[config.mk]
export PLATFORM = sky130hd
export DESIGN_NAME = frame_hdr_stripper
export DESIGN_NICKNAME = d
export VERILOG_FILES = /design/src/rtl/hdr_strip_pkg.sv /design/src/rtl/hdr_strip_map.sv /design/src/rtl/hdr_strip_buf.sv /design/src/rtl/frame_hdr_stripper.sv
export SDC_FILE = /design/constraint.sdc
export NUM_CORES = 1
export LEC_CHECK = 0
export ABC_CLOCK_PERIOD_IN_PS = 7400
export BUFFER_PORTS_ARGS = -buffer_cell sky130_fd_sc_hd__buf_2
export CAP_MARGIN = 5
export CORE_ASPECT_RATIO = 1.4
export CORE_MARGIN = 8
export CORE_UTILIZATION = 30
export CTS_CLUSTER_SIZE = 40
export DETAILED_ROUTE_END_ITERATION = 6
export SETUP_SLACK_MARGIN = 0.2
export SLEW_MARGIN = 10
export SYNTH_ARGS = -nofsm -noshare
export SYNTH_HDL_FRONTEND = slang
export SYNTH_SLANG_ARGS = --single-unit
[constraint.sdc]
create_clock -name clk_i -period 7.4 [get_ports clk_i]
set_clock_uncertainty 0.2 [all_clocks]
set_input_delay 0 -clock clk_i [delete_from_list [all_inputs] [get_ports clk_i]]
set_output_delay 0 -clock clk_i [all_outputs]
set_load 0.1 [all_outputs]
[src/rtl/hdr_strip_pkg.sv]
package hdr_strip_pkg;
  localparam int unsigned RM_LEN    = 4;
  localparam int unsigned SKIP_LEN  = 12;
  localparam int unsigned TRL_SHORT = 2;
  localparam int unsigned TRL_LONG  = 4;
  localparam int unsigned HDR_MAX   = 2 * RM_LEN + SKIP_LEN + RM_LEN;
  localparam int unsigned NEED_MAX  = HDR_MAX + TRL_LONG;
  localparam int unsigned IDX_W     = $clog2(NEED_MAX + 2);

  typedef struct packed {
    logic rm1;
    logic rm2;
    logic rm3;
    logic trl_en;
    logic trl_long;
  } strip_cfg_t;

  function automatic logic [2:0] trl_bytes(strip_cfg_t c);
    if (!c.trl_en) return 3'd0;
    return c.trl_long ? 3'(TRL_LONG) : 3'(TRL_SHORT);
  endfunction
endpackage

[src/rtl/hdr_strip_map.sv]
module hdr_strip_map
  import hdr_strip_pkg::*;
(
  input  strip_cfg_t       cfg_i,
  input  logic [IDX_W-1:0] idx_i,
  output logic             drop_o,
  output logic [IDX_W:0]   need_o
);
  logic [IDX_W:0] idx_x, o1, o2, gap_lo, hdr_end;

  always_comb begin
    idx_x   = {1'b0, idx_i};
    o1      = cfg_i.rm1 ? (IDX_W+1)'(RM_LEN) : '0;
    o2      = o1 + (cfg_i.rm2 ? (IDX_W+1)'(RM_LEN) : '0);
    gap_lo  = o2 + (IDX_W+1)'(SKIP_LEN);
    hdr_end = cfg_i.rm3 ? gap_lo + (IDX_W+1)'(RM_LEN) : o2;
    drop_o  = (idx_x < o2) || (cfg_i.rm3 && idx_x >= gap_lo && idx_x < hdr_end);
    need_o  = hdr_end + (IDX_W+1)'(trl_bytes(cfg_i));
  end
endmodule

[src/rtl/hdr_strip_buf.sv]
module hdr_strip_buf #(
  parameter int unsigned W     = 8,
  parameter int unsigned DEPTH = 16,
  localparam int unsigned CNT_W = $clog2(DEPTH + 1),
  localparam int unsigned PTR_W = $clog2(DEPTH)
) (
  input  logic             clk_i,
  input  logic             rst_ni,
  input  logic             push_i,
  input  logic [W-1:0]     data_i,
  input  logic             pop_i,
  input  logic             clr_i,
  output logic [CNT_W-1:0] cnt_o,
  output logic [W-1:0]     head_o
);
  logic [W-1:0]     mem [DEPTH];
  logic [PTR_W-1:0] wr_q, rd_q;
  logic [CNT_W-1:0] cnt_q;

  function automatic logic [PTR_W-1:0] nxt(logic [PTR_W-1:0] p);
    return (p == PTR_W'(DEPTH - 1)) ? '0 : p + PTR_W'(1);
  endfunction

  always_ff @(posedge clk_i or negedge rst_ni) begin
    if (!rst_ni) begin
      wr_q  <= '0;
      rd_q  <= '0;
      cnt_q <= '0;
    end else if (clr_i) begin
      wr_q  <= '0;
      rd_q  <= '0;
      cnt_q <= '0;
    end else begin
      if (push_i) wr_q <= nxt(wr_q);
      if (pop_i)  rd_q <= nxt(rd_q);
      cnt_q <= cnt_q + CNT_W'(push_i) - CNT_W'(pop_i);
    end
  end

  always_ff @(posedge clk_i) begin
    if (push_i && !clr_i) mem[wr_q] <= data_i;
  end

  assign cnt_o  = cnt_q;
  assign head_o = mem[rd_q];

  p_no_overflow_r9: assert property (@(posedge clk_i) disable iff (!rst_ni)
    push_i && !clr_i |-> (cnt_q < CNT_W'(DEPTH)) || pop_i);
  p_no_underflow_r9: assert property (@(posedge clk_i) disable iff (!rst_ni)
    pop_i && !clr_i |-> cnt_q != '0);
endmodule

[src/rtl/frame_hdr_stripper.sv]
module frame_hdr_stripper
  import hdr_strip_pkg::*;
#(
  parameter int unsigned DATA_W    = 8,
  parameter int unsigned BUF_DEPTH = 16
) (
  input  logic              clk_i,
  input  logic              rst_ni,
  input  logic              in_valid_i,
  output logic              in_ready_o,
  input  logic [DATA_W-1:0] in_data_i,
  input  logic              in_sof_i,
  input  logic              in_eof_i,
  input  logic              rm1_en_i,
  input  logic              rm2_en_i,
  input  logic              rm3_en_i,
  input  logic              trl_en_i,
  input  logic              trl_long_i,
  output logic              out_valid_o,
  input  logic              out_ready_i,
  output logic [DATA_W-1:0] out_data_o,
  output logic              out_sof_o,
  output logic              out_eof_o,
  output logic              short_err_o
);
  localparam int unsigned CNT_W = $clog2(BUF_DEPTH + 1);

  strip_cfg_t       cfg_q, cfg_in, cfg_cur;
  logic [IDX_W-1:0] idx_q, idx_cur;
  logic [IDX_W:0]   need, len;
  logic             drop_byte;
  logic [CNT_W-1:0] fifo_cnt, trl_q_c, trl_cur_c;
  logic [CNT_W:0]   cnt_after;
  logic             armed_q, closing_q, sof_pend_q, err_q;
  logic             in_fire, out_fire, push, eof_acc, drop_frame, close_done;
  logic             mid_rel, cls_rel;

  assign cfg_in  = '{rm1: rm1_en_i, rm2: rm2_en_i, rm3: rm3_en_i,
                     trl_en: trl_en_i, trl_long: trl_long_i};
  assign cfg_cur = in_sof_i ? cfg_in : cfg_q;
  assign idx_cur = in_sof_i ? '0 : idx_q;
  assign len     = {1'b0, idx_cur} + (IDX_W+1)'(1);

  hdr_strip_map u_map (
    .cfg_i  (cfg_cur),
    .idx_i  (idx_cur),
    .drop_o (drop_byte),
    .need_o (need)
  );

  assign trl_q_c   = CNT_W'(trl_bytes(cfg_q));
  assign trl_cur_c = CNT_W'(trl_bytes(cfg_cur));

  assign in_ready_o = !closing_q && (fifo_cnt < CNT_W'(BUF_DEPTH));
  assign in_fire    = in_valid_i && in_ready_o;
  assign push       = in_fire && !drop_byte;
  assign eof_acc    = in_fire && in_eof_i;

  // Mid-frame: keep trailer plus one byte back so the end marker has a home.
  assign mid_rel     = armed_q && !closing_q && (fifo_cnt > trl_q_c + CNT_W'(1));
  assign cls_rel     = closing_q && (fifo_cnt > trl_q_c);
  assign out_valid_o = mid_rel || cls_rel;
  assign out_fire    = out_valid_o && out_ready_i;
  assign out_eof_o   = closing_q && (fifo_cnt == trl_q_c + CNT_W'(1));
  assign out_sof_o   = sof_pend_q;

  assign cnt_after  = {1'b0, fifo_cnt} + (CNT_W+1)'(push) - (CNT_W+1)'(out_fire);
  assign drop_frame = eof_acc && ((len < need) || (cnt_after <= {1'b0, trl_cur_c}));
  assign close_done = out_fire && out_eof_o;

  hdr_strip_buf #(.W(DATA_W), .DEPTH(BUF_DEPTH)) u_buf (
    .clk_i  (clk_i),
    .rst_ni (rst_ni),
    .push_i (push),
    .data_i (in_data_i),
    .pop_i  (out_fire),
    .clr_i  (drop_frame || close_done),
    .cnt_o  (fifo_cnt),
    .head_o (out_data_o)
  );

  always_ff @(posedge clk_i or negedge rst_ni) begin
    if (!rst_ni) begin
      cfg_q      <= '0;
      idx_q      <= '0;
      armed_q    <= 1'b0;
      closing_q  <= 1'b0;
      sof_pend_q <= 1'b0;
      err_q      <= 1'b0;
    end else begin
      err_q <= drop_frame;
      if (in_fire) begin
        idx_q   <= (idx_cur == '1) ? idx_cur : idx_cur + IDX_W'(1);
        armed_q <= !in_eof_i && (len >= need);
        if (in_sof_i) cfg_q <= cfg_in;
      end
      if (eof_acc && !drop_frame) closing_q <= 1'b1;
      else if (close_done)        closing_q <= 1'b0;
      if (drop_frame)                 sof_pend_q <= 1'b0;
      else if (in_fire && in_sof_i)   sof_pend_q <= 1'b1;
      else if (out_fire)              sof_pend_q <= 1'b0;
    end
  end

  assign short_err_o = err_q;

  // Assertion-only tracking of an open output frame.
  logic open_q;
  always_ff @(posedge clk_i or negedge rst_ni) begin
    if (!rst_ni)       open_q <= 1'b0;
    else if (out_fire) open_q <= !out_eof_o;
  end

  p_hold_stable_r9: assert property (@(posedge clk_i) disable iff (!rst_ni)
    out_valid_o && !out_ready_i |=> out_valid_o && $stable(out_data_o)
      && $stable(out_sof_o) && $stable(out_eof_o));
  p_sof_opens_r7: assert property (@(posedge clk_i) disable iff (!rst_ni)
    out_fire |-> (out_sof_o == !open_q));
  p_drop_silent_r8: assert property (@(posedge clk_i) disable iff (!rst_ni)
    short_err_o |-> !out_valid_o);
  p_err_after_eof_r8: assert property (@(posedge clk_i) disable iff (!rst_ni)
    short_err_o |-> $past(in_valid_i && in_ready_o && in_eof_i));
endmodule

Word-level counts from Yosys, hierarchy flattened. Memory sizes are Yosys's and may differ from the RTL's. Index checks and enable logic that the tools add are counted. Widths: inputs -> output; s select.

Register bits after elaboration: 27. Word-level logic and storage cells: 94. Latch bits: 0. ROM bits: 0. Memories: 1. RAM bits: 128. Bits of input ports: 19. Output and inout bits: 13.

Memories: u_buf.mem (depth 16, width 8, read ports 1, clocked after memory_dff 0, wr ports 1, line hdr_strip_buf.sv:16) `logic [W-1:0] mem [DEPTH];`.

Divide/modulo/power cells: 0. Bitwise gates (word level): 0. Eq/ne operators: 4. Reduce and logical (&&, ||, !) cells: 30. $lt $le $gt $ge: 9. Shift operators: 0. Multipliers: 0. Muxes and demuxes: 24. Add/sub/neg operators: 13.

Operators by type and width (count): $mux 4 (6); $mux 5 (4); $mux 3 (6); $logic_and 1x1->1 (17); $lt 5x6->1 (2); $add 4x1->4 const B (2); $eq 4x4->1 const B (2); $mux 1 (7); $add 5x1->6 (1); $add 5x1->6 const B (1); $add 6x3->6 (1); $add 6x3->6 const B (1); $add 6x4->6 const B (1); $add 6x6->6 (1); $ge 5x6->1 (1); $ge 6x6->1 (1); $le 6x3->1 (1); $lt 6x6->1 (1); $mux 6 (1); $reduce_bool 2->1 (3); $sub 6x1->6 (1); $add 5x1->5 (1); $add 5x1->5 const B (1); $eq 5x4->1 (1); other kinds (9) (16).

Longest topological paths before layout. Gate-level depths: netlist of run 1.

Depth in word-level cells: 21. Gate-level depth with buffers: 21. Mapped depth without buffers: 18.

Hierarchy. Synthesis of run 1 repeated with hierarchy kept, for this count alone.

Cells, all modules: 548. Area, all modules: 7534.7 um^2.

By module, submodules not included: hdr_strip_buf (area each 5809.3 um^2, cells each 342, times used 1, sequential area each 4169.0 um^2); frame_hdr_stripper (area each 1428.9 um^2, cells each 172, times used 1, sequential area each 350.3 um^2); hdr_strip_map (area each 296.5 um^2, cells each 34, times used 1, sequential area each 0.0 um^2).

Least setup slack after synthesis of run 1. OpenSTA, ideal clock, no wires.

Path type: register -> register. Start: register closing_q. End: memory u_buf.mem[12][0] (enable). Required time: 6.805 ns. Slack: 1.789 ns. Setup time: 0.395 ns. Cell stages (with the launch flop): 16. Data arrival time: 5.017 ns. Cell sequence: dfrtp_1 -> buf_2 -> nor2_1 -> nand2_1 -> a311o_1 -> clkbuf_1 -> inv_2 -> ha_1 -> fa_1 -> inv_1 -> ha_1 -> nand2_1 -> o22ai_1 -> a41oi_2 -> o21ai_2 -> nor4_1.

Word-level cells in the longest chain between the ends: 14.

Ends and longest elaborated chain: start: declaration (line frame_hdr_stripper.sv:34) `logic armed_q, closing_q, sof_pend_q, err_q;`; start signal: assignment (line frame_hdr_stripper.sv:87) `closing_q <= 1'b0;`; start signal: assignment (line frame_hdr_stripper.sv:97) `if (eof_acc && !drop_frame) closing_q <= 1'b1;`; start signal: assignment (line frame_hdr_stripper.sv:98) `else if (close_done) closing_q <= 1'b0;`; $logic_not 1->1 (*) (line frame_hdr_stripper.sv:54) `assign in_ready_o = !closing_q && (fifo_cnt < CNT_W'(BUF_DEPTH));`; $logic_and 1x1->1 (*) (line frame_hdr_stripper.sv:54); named net in_ready_o (line frame_hdr_stripper.sv:10) `output logic in_ready_o,`; $logic_and 1x1->1 (*) (line frame_hdr_stripper.sv:55) `assign in_fire = in_valid_i && in_ready_o;`; $logic_and 1x1->1 (line frame_hdr_stripper.sv:56) `assign push = in_fire && !drop_byte;`; $add 5x1->6 (line frame_hdr_stripper.sv:67) `assign cnt_after = {1'b0, fifo_cnt} + (CNT_W+1)'(push) - (CNT_W+1)'(out_fire);`; $sub 6x1->6 (line frame_hdr_stripper.sv:67); $le 6x3->1 (line frame_hdr_stripper.sv:68) `assign drop_frame = eof_acc && ((len < need) || (cnt_after <= {1'b0, trl_cur_c}));`; $logic_or 1x1->1 (line frame_hdr_stripper.sv:68); $logic_and 1x1->1 (line frame_hdr_stripper.sv:68); $logic_or 1x1->1 (line frame_hdr_stripper.sv:77) `.clr_i (drop_frame || close_done),`; $logic_not 1->1 (line hdr_strip_buf.sv:41) `if (push_i && !clr_i) mem[wr_q] <= data_i;`; $logic_and 1x1->1 (*) (line hdr_strip_buf.sv:41); $mux 1 (*) (line hdr_strip_buf.sv:41); $mux 1 (implied by the code) (*) (line hdr_strip_buf.sv:41); end: declaration (line hdr_strip_buf.sv:16).

The timed path passes the listed nets; every way through them passes the cells marked *.

Worst setup path after layout of run 1.
Start: input in_sof_i. End: memory u_buf.mem[12][4] (enable).

Word-level cells in the longest chain between the ends: 21.

Ends and longest elaborated chain: start: declaration (line frame_hdr_stripper.sv:12) `input logic in_sof_i,`; $mux 5; $mux 3, on equally long branches (line hdr_strip_map.sv:13, hdr_strip_map.sv:14); $add 6x6->6 (line hdr_strip_map.sv:14) `o2 = o1 + (cfg_i.rm2 ? (IDX_W+1)'(RM_LEN) : '0);`; $add 6x4->6 (line hdr_strip_map.sv:15) `gap_lo = o2 + (IDX_W+1)'(SKIP_LEN);`; $add 6x3->6 (line hdr_strip_map.sv:16) `hdr_end = cfg_i.rm3 ? gap_lo + (IDX_W+1)'(RM_LEN) : o2;`; $mux 6 (line hdr_strip_map.sv:16); $lt 5x6->1 (line hdr_strip_map.sv:17) `drop_o = (idx_x < o2) || (cfg_i.rm3 && idx_x >= gap_lo && idx_x < hdr_end);`; $logic_and 1x1->1 (line hdr_strip_map.sv:17); [5 not listed]; $le 6x3->1 (line frame_hdr_stripper.sv:68); $logic_or 1x1->1 (line frame_hdr_stripper.sv:68); $logic_and 1x1->1 (line frame_hdr_stripper.sv:68); $logic_or 1x1->1 (line frame_hdr_stripper.sv:77); $logic_not 1->1 (line hdr_strip_buf.sv:41); $logic_and 1x1->1 (*) (line hdr_strip_buf.sv:41); $mux 1 (*) (line hdr_strip_buf.sv:41); $mux 1 (implied by the code) (*) (line hdr_strip_buf.sv:41).

Every way passes the cells marked *; elsewhere a longest branch is shown, timed or not.

==> results of run 1 <==
## power by group through the flow
stage / combinational (mW) / sequential, mW / clock (mW)
after detailed placement: 0.0433 / 0.963 / 0
after CTS: 0.0522 / 0.944 / 0.938
final: 0.0511 / 0.944 / 0.922
after floorplan: 0.0182 / 0.963 / 0
after global routing: 0.0576 / 0.944 / 0.978
after global placement: 0.0416 / 0.963 / 0
## Yosys cell counts (all sizes together), types with 12 or more instances
cell / number / area, sq um
o21ai: 32 / 163.9
mux4: 16 / 360.4
nand2: 42 / 157.7
edfxtp: 128 / 3844
mux2i: 29 / 302.8
buf: 12 / 73.82
inv: 30 / 112.6
ha: 40 / 500.5
nor2: 23 / 88.84
clkbuf: 14 / 52.55
dfrtp: 27 / 675.7
a21oi: 23 / 118.9
nor3: 14 / 70.07
## flip-flops by register name (all words and copies together) (netlist names)
register     flops
u_buf.rd_q       4
u_buf.cnt_o      5
out_sof_o        1
u_buf.wr_q       4
u_buf.mem      128
closing_q        1
armed_q          1
cfg_q            5
short_err_o      1
idx_q            5
## stage by stage
| step | area (sq um) | power [mW] | hold WS [ns] |
|---|---|---|---|
| finish | 8808 | 1.918 | 0.1392 |
| global route | 8808 | 1.980 | 0.1972 |
| CTS | 8808 | 1.935 | 0.1390 |
| detailed placement | 7946 | 1.006 | -0.1343 |
| global placement | 7946 | 1.005 | -0.1448 |
| floorplan | 7391 | 0.9816 | -0.4956 |
## per-layer routing
layer | track usage | up-vias | part of all wire
li1 | - | 2148 | -
met1 | 0.1313 | 2284 | 0.41
met2 | 0.2000 | 118 | 0.53
met3 | 0.02653 | 21 | 0.042
met4 | 0.04457 | 0 | 0.022
met5 | 0 | - | 0
## cells by family (layout without fill, tap and decap cells)
kind of cell,after synthesis,after routing
buf+inv,56,130
mux,56,56
simple gates,130,130
compound gates,92,92
fa+ha+maj,42,42
xor+xnor,7,7
flops,155,155
## area by class of cell
class,instances,area (sq um)
fill,2280,15610
clock inverter,15,206.4
multi-input combinational,327,2651
timing repair buffer,68,498.0
sequential,155,4521
tap,315,394.1
clock buffer,17,425.4
inverter,30,112.6
## worst min-delay path, delay by kind of cell
| kind | cells | cell delay (ns) |
|---|---|---|
| AND/OR/NAND/NOR | 2 | 0.47 |
| buffers and inverters | 1 | 0.10 |
| AO/OA/AOI/OAI | 1 | 0.13 |
## final timing paths
check / start / end / slack, ns
worst max-delay path: in_sof_i / u_buf.mem[12][4] / 1.46
min in group asynchronous: rst_ni / cfg_q[3] / 0.40
worst min-delay path: out_ready_i / u_buf.rd_q[1] / 0.14
worst min register to register: cfg_q[4] / cfg_q[4] / 0.30
worst max register to register: cfg_q[3] / u_buf.mem[12][4] / 1.64
max in group asynchronous: rst_ni / u_buf.rd_q[0] / 6.42
## what timing repair did
action / in CTS / in global routing
endpoints found under the hold margin: 169 / 0
setup endpoints to repair: 0 / 0
hold buffers: 22 / 0
==> flow_metrics.py, run 1 <==
metrics = {
    "global_routing": {
        "grt_pass1_wl_mm": 26.34,
        "grt_start_max_net_pins": 30,
        "track_usage": 0.1143,
        "grt_overflow": 0,
        "grt_pass1_vias": 4757,
        "grt_antenna_before_repair": 0,
    },
    "synth": {
        "yosysUniqueCellTypes": 57,
        "synth_warnings": 0,
        "yosys.area_share.simple": 0.08837,
        "async_flop_share": 0.1742,
        "synth_compound_area_frac": 0.07991,
        "synth_mux_area_frac": 0.1065,
        "synth-seq-area-share": 0.6115,
        "synth_nets": 599,
        "synthAdderAreaFrac": 0.07313,
        "syn_avg_cell_area_sq_um": 13.74,
        "ys.flop_type": "edfxtp_1",
        "synth_cells": 538,
        "synth_edf_count": 128,
        "synth_xor_area_frac": 0.008295,
        "netlist_area_sq_um": 7391,
        "synth_seq_cells": 155,
        "synth_top_family_by_area": "multiplexers",
    },
    "setup_path": {
        "cp_data_required_time_ns": 7.24,
        "crit_family": "adder cells",
        "cp_max_fo": 24,
        "crit_top_cell": "ha_1",
        "crit_path_start_kind": "input port",
        "crit_cells": 21,
        "critPathSlowestCell": "nor4_2",
        "slowest_delay_ns": 0.83,
        "worst-path-buf-inv": 5,
        "crit_chain": "dlygate4sd3_1, buf_2, mux2i_1, ha_1, ha_1, nand2b_1, a21oi_1, a211o_1, a311o_1, buf_4, inv_2, ha_1, fa_1, xor2_1, ha_1, nor2b_1, o22ai_1, a41oi_2, o21ai_2, buf_4, nor4_2",
        "r2r.worst_path.cells": 19,
        "crit_arrival_ns": 5.78,
        "crit_path_end_kind": "register",
        "worst-setup-path-type": "in -> reg",
    },
    "die": {
        "fp-row-count": 68,
        "core-area_sq_um": 24420,
        "ios": 32,
        "design.die.area_sq_um": 29990,
        "die_y_microns": 201.7,
        "start_util": 0.3027,
        "die_w_microns": 148.7,
    },
    "layout": {
        "layout_commonest_cell": "edfxtp_1",
        "fin_cells": 927,
        "area_delta_synth_final_pct": 19.18,
        "fin_nets": 660,
        "final_cell_mix": "edfxtp_1, nand2_1, ha_1, buf_2, inv_1",
        "drive_above_1_share": 0.1863,
        "fin_util": 0.3607,
        "antenna_cells": 0,
    },
    "run_status": {
        "outcome": "complete, no violations",
    },
    "drt": {
        "drt-wirelength-per-cell_microns": 17.82,
        "antenna_left": 0,
        "routed_wirelength_mm": 16.52,
        "vias": 4571,
        "drt_iter0_drc": 286,
        "first_pass_iters": 4,
        "drc": 0,
        "routed_via_density": 4.931,
    },
    "power": {
        "vdd_ir_drop_max_v": 0.0001581,
        "switching_power_mw": 0.4072,
        "swShare": 0.2123,
        "leakagePower_nw": 3.225,
        "power_frac_comb": 0.027,
        "p_clk_frac": 0.481,
        "p_int_mw": 1.511,
        "p_per_area_nw_per_um2": 217.7,
        "seq_power_share": 0.492,
    },
    "sta": {
        "fmax_mhz": 168.3,
        "post-route-period-util": 0.8027,
        "finalSetupViolCount": 0,
        "final_hold_viol_count": 0,
        "worst_pin_slew_ns": 1.212,
        "rsz0062_at_grt": "false",
        "min_period_ns": 5.940,
        "slew_headroom": 0.1907,
        "setup_ws_ns": 1.460,
        "slew_violations": 0,
        "finalSetupTns_ns": 0,
    },
    "clock_tree": {
        "root_buffer": "clkbuf_16",
        "cts_inserted_buffers": 17,
        "cts_setup_buffers": 0,
        "ctsResizeCount": 0,
        "h-tree-depth": 4,
        "clock_path_buffers": 2,
        "cts_tree": "done",
        "clock-sinks": 155,
        "worstSkewPairLatency_ns": 0.42,
        "clk_pin_slew_worst_paths_ns": 0.06,
    },
    "hold_path": {
        "hold_class": "in -> reg",
        "holdPathStages": 4,
    },
    "placement": {
        "post-place-ws_ns": 1.551,
        "io_buffer_count": 31,
        "gp_congestion": 0.8348,
        "place_inst": 873,
        "place_hpwl_mm": 11.65,
    },
    "run": {
        "drv_cap": 0,
    },
}
No activity file was read; power rests on OpenSTA's default activity.
==> run 2: changes to the inputs <==
--- a/config.mk
+++ b/config.mk
@@ -5,7 +5,7 @@
 export SDC_FILE = /design/constraint.sdc
 export NUM_CORES = 1
 export LEC_CHECK = 0
-export ABC_CLOCK_PERIOD_IN_PS = 7400
+export ABC_CLOCK_PERIOD_IN_PS = 6200
 export BUFFER_PORTS_ARGS = -buffer_cell sky130_fd_sc_hd__buf_2
 export CAP_MARGIN = 5
 export CORE_ASPECT_RATIO = 1.4
==> constraint.sdc (replaced) <==
create_clock -name clk_i -period 6.2 [get_ports clk_i]
set_clock_uncertainty 0.2 [all_clocks]
set_input_delay 0 -clock clk_i [delete_from_list [all_inputs] [get_ports clk_i]]
set_output_delay 0 -clock clk_i [all_outputs]
set_load 0.1 [all_outputs]
==> run 2 against run 1 <==
Against the previous run: highest routed layer unchanged; utilization shrank 0.13 points; non-clock buffer count shrank 6; register-to-register slack lost 1.1 ns; critical path type unchanged; clock power grew 14%; via count shrank 0.68%; critical endpoint is now u_buf.mem[4][5]; routed wire length grew 6.7%; critical path depth shrank 1; sequential cell count is the same.
==> flow_metrics.py, run 2 (synthesized netlist as in run 1, its figures left out) <==
metrics = {
    "setup_path": {
        "r2r-end": "u_buf.mem[4][5]",
        "cp_data_required_time_ns": 6.04,
        "crit_arrival_ns": 5.65,
        "rr_startpoint": "cfg_q[4]",
        "worst-setup-path-type": "in -> reg",
        "r2r_slack_ns": 0.57,
        "crit_path_end_kind": "register",
        "cp_max_fo": 19,
        "crit_path_start_kind": "input port",
        "r2r.worst_path.cells": 18,
    },
    "die": {
        "die_w_microns": 148.7,
        "core-area_sq_um": 24420,
        "fp-row-count": 68,
        "die_y_microns": 201.7,
        "design.die.area_sq_um": 29990,
        "ios": 32,
        "start_util": 0.3027,
    },
    "hold_path": {
        "hold_class": "in -> reg",
        "holdPathEnd": "closing_q",
        "holdPathStages": 3,
        "min-delay-start": "in_eof_i",
    },
    "layout": {
        "drive_above_1_share": 0.1865,
        "area_delta_synth_final_pct": 18.74,
        "postLayoutCellArea_sq_um": 8776,
        "final_cell_mix": "edfxtp_1, nand2_1, ha_1, buf_2, inv_1",
        "fin_cells": 921,
        "largest_reg_flops": 128,
        "fin_nets": 654,
        "fillerInstances": 2297,
        "regMostFlops": "u_buf.mem",
        "antenna_cells": 0,
        "layout_commonest_cell": "edfxtp_1",
        "fin_util": 0.3594,
    },
    "placement": {
        "io_buffer_count": 31,
        "place_hpwl_mm": 12.64,
        "gp_congestion": 0.8367,
        "postPlaceCellArea_sq_um": 7886,
        "place_inst": 865,
    },
    "clock_tree": {
        "clock-sinks": 155,
        "clock_path_buffers": 2,
        "cts_setup_buffers": 0,
        "h-tree-depth": 4,
        "cts_inserted_buffers": 17,
        "cts_tree": "done",
        "root_buffer": "clkbuf_16",
        "worstSkewPairLatency_ns": 0.43,
        "clk_pin_slew_worst_paths_ns": 0.07,
    },
    "sta": {
        "fmax_mhz": 172.1,
        "min_period_ns": 5.812,
        "finalSetupViolCount": 0,
        "slew_headroom": 0.2415,
        "post-route-period-util": 0.9374,
        "hold_ws_ns": 0.2244,
        "worst_pin_slew_ns": 1.129,
        "final_hold_viol_count": 0,
        "slew_violations": 0,
        "rsz0062_at_grt": "true",
    },
    "drt": {
        "drc": 0,
        "drt_iter0_drc": 299,
        "drt-wirelength-per-cell_microns": 19.14,
        "antenna_left": 0,
        "vias": 4540,
        "routed_wirelength_mm": 17.63,
        "first_pass_iters": 4,
        "routed_via_density": 4.929,
    },
    "power": {
        "finalPower_mw": 2.245,
        "p_per_area_nw_per_um2": 255.8,
        "vdd_ir_drop_max_v": 0.0001796,
        "leakagePower_nw": 3.180,
    },
    "run_status": {
        "outcome": "complete, no violations",
    },
    "global_routing": {
        "grt_start_max_net_pins": 49,
        "grt_antenna_before_repair": 0,
        "grt_overflow": 0,
        "track_usage": 0.1228,
        "grt_pass1_vias": 4882,
        "grt_pass1_wl_mm": 27.68,
    },
    "run": {
        "drv_cap": 0,
    },
}
==> run 2: changes by cell type in the layout (fill, tap and decap cells not counted), sizes merged <==
cell | previous run | this run
bufinv | 3 | 2
clkinv | 4 | 5
buf | 47 | 39
dlygate4sd3 | 21 | 23
==> run 2: report_power, final <==
group / internal [mW] / switching, mW / total (mW) / leakage, nW
clock: 0.609 / 0.444 / 1.05 / 0.300
sequential: 1.13 / 0 / 1.13 / 1.51
combinational: 0.0245 / 0.0396 / 0.0641 / 1.37
total: 1.76 / 0.484 / 2.24 / 3.18
==> run 2: worst max-delay path by stage <==
stage	slack [ns]	startpoint	cells past startpoint	to
floorplan	0.59	closing_q	15	u_buf.mem[12][0]
global placement	0.75	in_sof_i	18	u_buf.mem[15][2]
detailed placement	0.47	in_sof_i	19	u_buf.mem[4][1]
CTS	0.37	in_sof_i	20	u_buf.mem[4][1]
global route	-0.02	in_sof_i	20	u_buf.mem[5][2]
finish	0.39	in_sof_i	20	u_buf.mem[4][5]
==> run 2: layout make-up <==
class | instances | area, sq um | area share
clock buffers | 17 | 425.4 | 0.04847
well taps | 315 | 394.1 | 0.04491
flip-flops and latches | 155 | 4521 | 0.5151
clock inverters | 15 | 178.9 | 0.02039
repair buffers | 62 | 457.9 | 0.05218
multi-input cells | 327 | 2686 | 0.3061
inverters | 30 | 112.6 | 0.01283
==> run 2: what timing repair did <==
action                                 CTS  global route
endpoints found under the hold margin  171             0
hold buffers                            24             0
setup endpoints to repair                0           104
gates resized for setup                  0             5
==> run 2: layer usage <==
metal | vias up | GRT usage | part of all wire
met4 | 0 | 0.06028 | 0.034
met1 | 2260 | 0.1321 | 0.38
met5 | - | 0 | 0
met3 | 35 | 0.02630 | 0.041
met2 | 110 | 0.2215 | 0.55
li1 | 2135 | - | -
==> run 2: worst max-delay path, cell delays in order <==
cell and delay (ns):
dlygate4sd3_1 0.51, buf_2 0.34, mux2i_1 0.53, ha_1 0.36, ha_1 0.28, nand2b_1 0.14, a21oi_1 0.15, a211o_1 0.12
a311o_1 0.21, inv_2 0.04, ha_1 0.21, fa_1 0.41, xor2_1 0.19, ha_1 0.30, nor2b_1 0.13, o22ai_1 0.12
a41oi_2 0.25, o21ai_2 0.23, buf_4 0.24, nor3_1 0.87
==> run 2: through the flow <==
| step | TNS [ns] | setup slack [ns] |
|---|---|---|
| 6_report | 0 | 0.3880 |
| 2_1_floorplan | 0 | 0.5888 |
| 5_1_grt | -0.2701 | -0.01853 |
| 3_3_place_gp | 0 | 0.7485 |
| 3_5_place_dp | 0 | 0.4661 |
| 4_1_cts | 0 | 0.3741 |
==> run 3: changes to the inputs <==
--- a/config.mk
+++ b/config.mk
@@ -9,7 +9,6 @@
 export BUFFER_PORTS_ARGS = -buffer_cell sky130_fd_sc_hd__buf_2
 export CAP_MARGIN = 5
 export CORE_ASPECT_RATIO = 1.4
-export CORE_MARGIN = 8
 export CORE_UTILIZATION = 30
 export CTS_CLUSTER_SIZE = 40
 export DETAILED_ROUTE_END_ITERATION = 6
==> run 3 against run 2 <==
Against the previous run: via count shrank 0.26%; utilization up 0.58 points; hold slack lost 0.16 ns; routed wire length down 9.4%; combinational power fell by 4.4%; non-clock buffer count up 10; first-iteration DRC count rose by 23%; sequential cell count did not move; total power shrank 2.4%; cell count increased by 0.54%; maximum frequency rose by 3.8%; highest routed layer unchanged.
==> flow_metrics.py, run 3 (synthesized netlist as in run 1, its figures left out) <==
metrics = {
    "setup_path": {
        "crit_arrival_ns": 5.44,
        "crit_path_start_kind": "input port",
        "cp_data_required_time_ns": 6.04,
        "slowest_delay_ns": 0.94,
        "worst-setup-path-type": "in -> reg",
        "critPathSlowestCell": "nor4_2",
        "r2r.worst_path.cells": 17,
        "crit_chain": "dlygate4sd3_1, buf_2, mux2i_1, ha_1, ha_1, nand2b_1, a21oi_1, a211o_1, a311o_1, inv_2, ha_1, fa_1, xor2_1, ha_1, nor2b_1, o22ai_1, a41oi_2, o21ai_2, nor4_2",
        "crit_top_cell": "ha_1",
        "crit_path_end_kind": "register",
        "cp_max_fo": 19,
    },
    "clock_tree": {
        "worstSkewPairLatency_ns": 0.42,
        "clk_pin_slew_worst_paths_ns": 0.06,
        "h-tree-depth": 4,
        "cts_inserted_buffers": 17,
        "cts_tree": "done",
        "clock_path_buffers": 2,
        "root_buffer": "clkbuf_16",
        "cts_setup_buffers": 0,
        "clock-sinks": 155,
    },
    "layout": {
        "layout_commonest_cell": "edfxtp_1",
        "antenna_cells": 0,
        "final_cell_mix": "edfxtp_1, nand2_1, ha_1, buf_2, inv_1",
        "fin_util": 0.3652,
        "regMostFlops": "u_buf.mem",
        "largest_reg_flops": 128,
        "area_delta_synth_final_pct": 18.88,
        "drive_above_1_share": 0.1916,
        "fin_nets": 664,
        "postLayoutCellArea_sq_um": 8786,
    },
    "die": {
        "core-area_sq_um": 24060,
        "die_y_microns": 187.7,
        "die_w_microns": 134.7,
        "start_util": 0.3072,
        "ios": 32,
        "fp-row-count": 67,
        "design.die.area_sq_um": 25280,
    },
    "drt": {
        "drt_iter0_drc": 369,
        "routed_via_density": 4.890,
        "routed_wirelength_mm": 15.97,
        "antenna_left": 0,
        "drc": 0,
        "first_pass_iters": 5,
        "vias": 4528,
        "drt-wirelength-per-cell_microns": 17.25,
    },
    "run": {
        "drv_cap": 0,
    },
    "power": {
        "p_per_area_nw_per_um2": 249.4,
        "vdd_ir_drop_max_v": 0.0001831,
        "p_clk_frac": 0.457,
        "leakagePower_nw": 3.205,
        "switching_power_mw": 0.4446,
        "swShare": 0.2029,
        "p_int_mw": 1.746,
        "power_frac_comb": 0.028,
        "seq_power_share": 0.515,
    },
    "placement": {
        "gp_congestion": 0.8268,
        "postPlaceCellArea_sq_um": 7976,
        "io_buffer_count": 31,
        "place_hpwl_mm": 11.37,
    },
    "global_routing": {
        "grt_start_max_net_pins": 54,
        "grt_pass1_vias": 4754,
        "grt_overflow": 0,
        "track_usage": 0.1346,
        "grt_antenna_before_repair": 0,
        "grt_pass1_wl_mm": 25.42,
    },
    "run_status": {
        "outcome": "complete, no violations",
    },
    "sta": {
        "min_period_ns": 5.601,
        "slew_violations": 0,
        "slew_headroom": 0.2677,
        "worst_pin_slew_ns": 1.089,
        "finalSetupViolCount": 0,
        "fmax_mhz": 178.5,
        "finalSetupTns_ns": 0,
        "rsz0062_at_grt": "false",
        "post-route-period-util": 0.9034,
        "final_hold_viol_count": 0,
    },
    "hold_path": {
        "holdPathStages": 4,
        "hold_class": "in -> reg",
    },
}
-- run 3: changes by cell type in the layout (fill, tap and decap cells not counted), sizes merged --
cell | previous run | this run
buf | 39 | 51
clkbuf | 17 | 19
clkinvlp | 0 | 4
dlygate4sd3 | 23 | 21
inv | 38 | 32
-- run 3: critical path, delay by kind of cell --
kind                     cells  cell delay (ns)
buffers and inverters        3             0.89
XOR/XNOR                     1             0.20
AND/OR/NAND/NOR              3             1.21
AO/OA/AOI/OAI                6             1.05
multiplexers                 1             0.49
adder cells (fa/ha/maj)      5             1.58
-- run 3: final timing paths --
| path | end | slack [ns] | start |
|---|---|---|---|
| hold / removal | u_buf.rd_q[1] | 0.07 | out_ready_i |
| setup / recovery | u_buf.mem[13][5] | 0.60 | in_sof_i |
| min in group asynchronous | cfg_q[2] | 0.38 | rst_ni |
| hold reg to reg | cfg_q[4] | 0.29 | cfg_q[4] |
| setup reg to reg | u_buf.mem[13][5] | 0.77 | cfg_q[4] |
| max in group asynchronous | u_buf.rd_q[0] | 5.24 | rst_ni |
-- run 3: what timing repair did --
action / in CTS / in global routing
gates resized for setup: 0 / 0
hold buffers: 22 / 0
endpoints found under the hold margin: 172 / 0
-- run 3: through the flow --
| step | power, mW | hold WS (ns) | cells | setup slack [ns] |
|---|---|---|---|---|
| floorplan | 1.172 | -0.4956 | 538 | 0.5888 |
| global placement | 1.199 | -0.1498 | 872 | 0.9380 |
| detailed placement | 1.202 | -0.1375 | 872 | 0.7138 |
| CTS | 2.215 | 0.04792 | 926 | 0.6141 |
| global route | 2.262 | 0.09880 | 926 | 0.2078 |
| finish | 2.191 | 0.06726 | 926 | 0.5989 |
-- run 3: final cells by class --
type                            count  area (sq um)
Tap cell                          310         387.9
Clock buffer                       19         432.9
Inverter                           30         112.6
Fill cell                        2268         15270
Sequential cell                   155          4521
Multi-Input combinational cell    327          2660
Clock inverter                     13         143.9
Timing Repair Buffer               72         528.0
-- run 3: routing by layer --
layer,track usage,vias to the layer above,wire length (microns)
li1,-,2155,-
met1,0.1540,2222,6543
met2,0.2328,121,8316
met3,0.02974,30,564
met4,0.07001,0,550
met5,0,-,0
-- run 3: power groups by stage --
| stage | sequential [mW] | combinational [mW] | clock [mW] |
|---|---|---|---|
| 2_1_floorplan | 1.15 | 0.0217 | 0 |
| 3_3_place_gp | 1.15 | 0.0498 | 0 |
| 3_5_place_dp | 1.15 | 0.0523 | 0 |
| 4_1_cts | 1.13 | 0.0626 | 1.02 |
| 5_1_grt | 1.13 | 0.0684 | 1.07 |
| 6_report | 1.13 | 0.0613 | 1.00 |
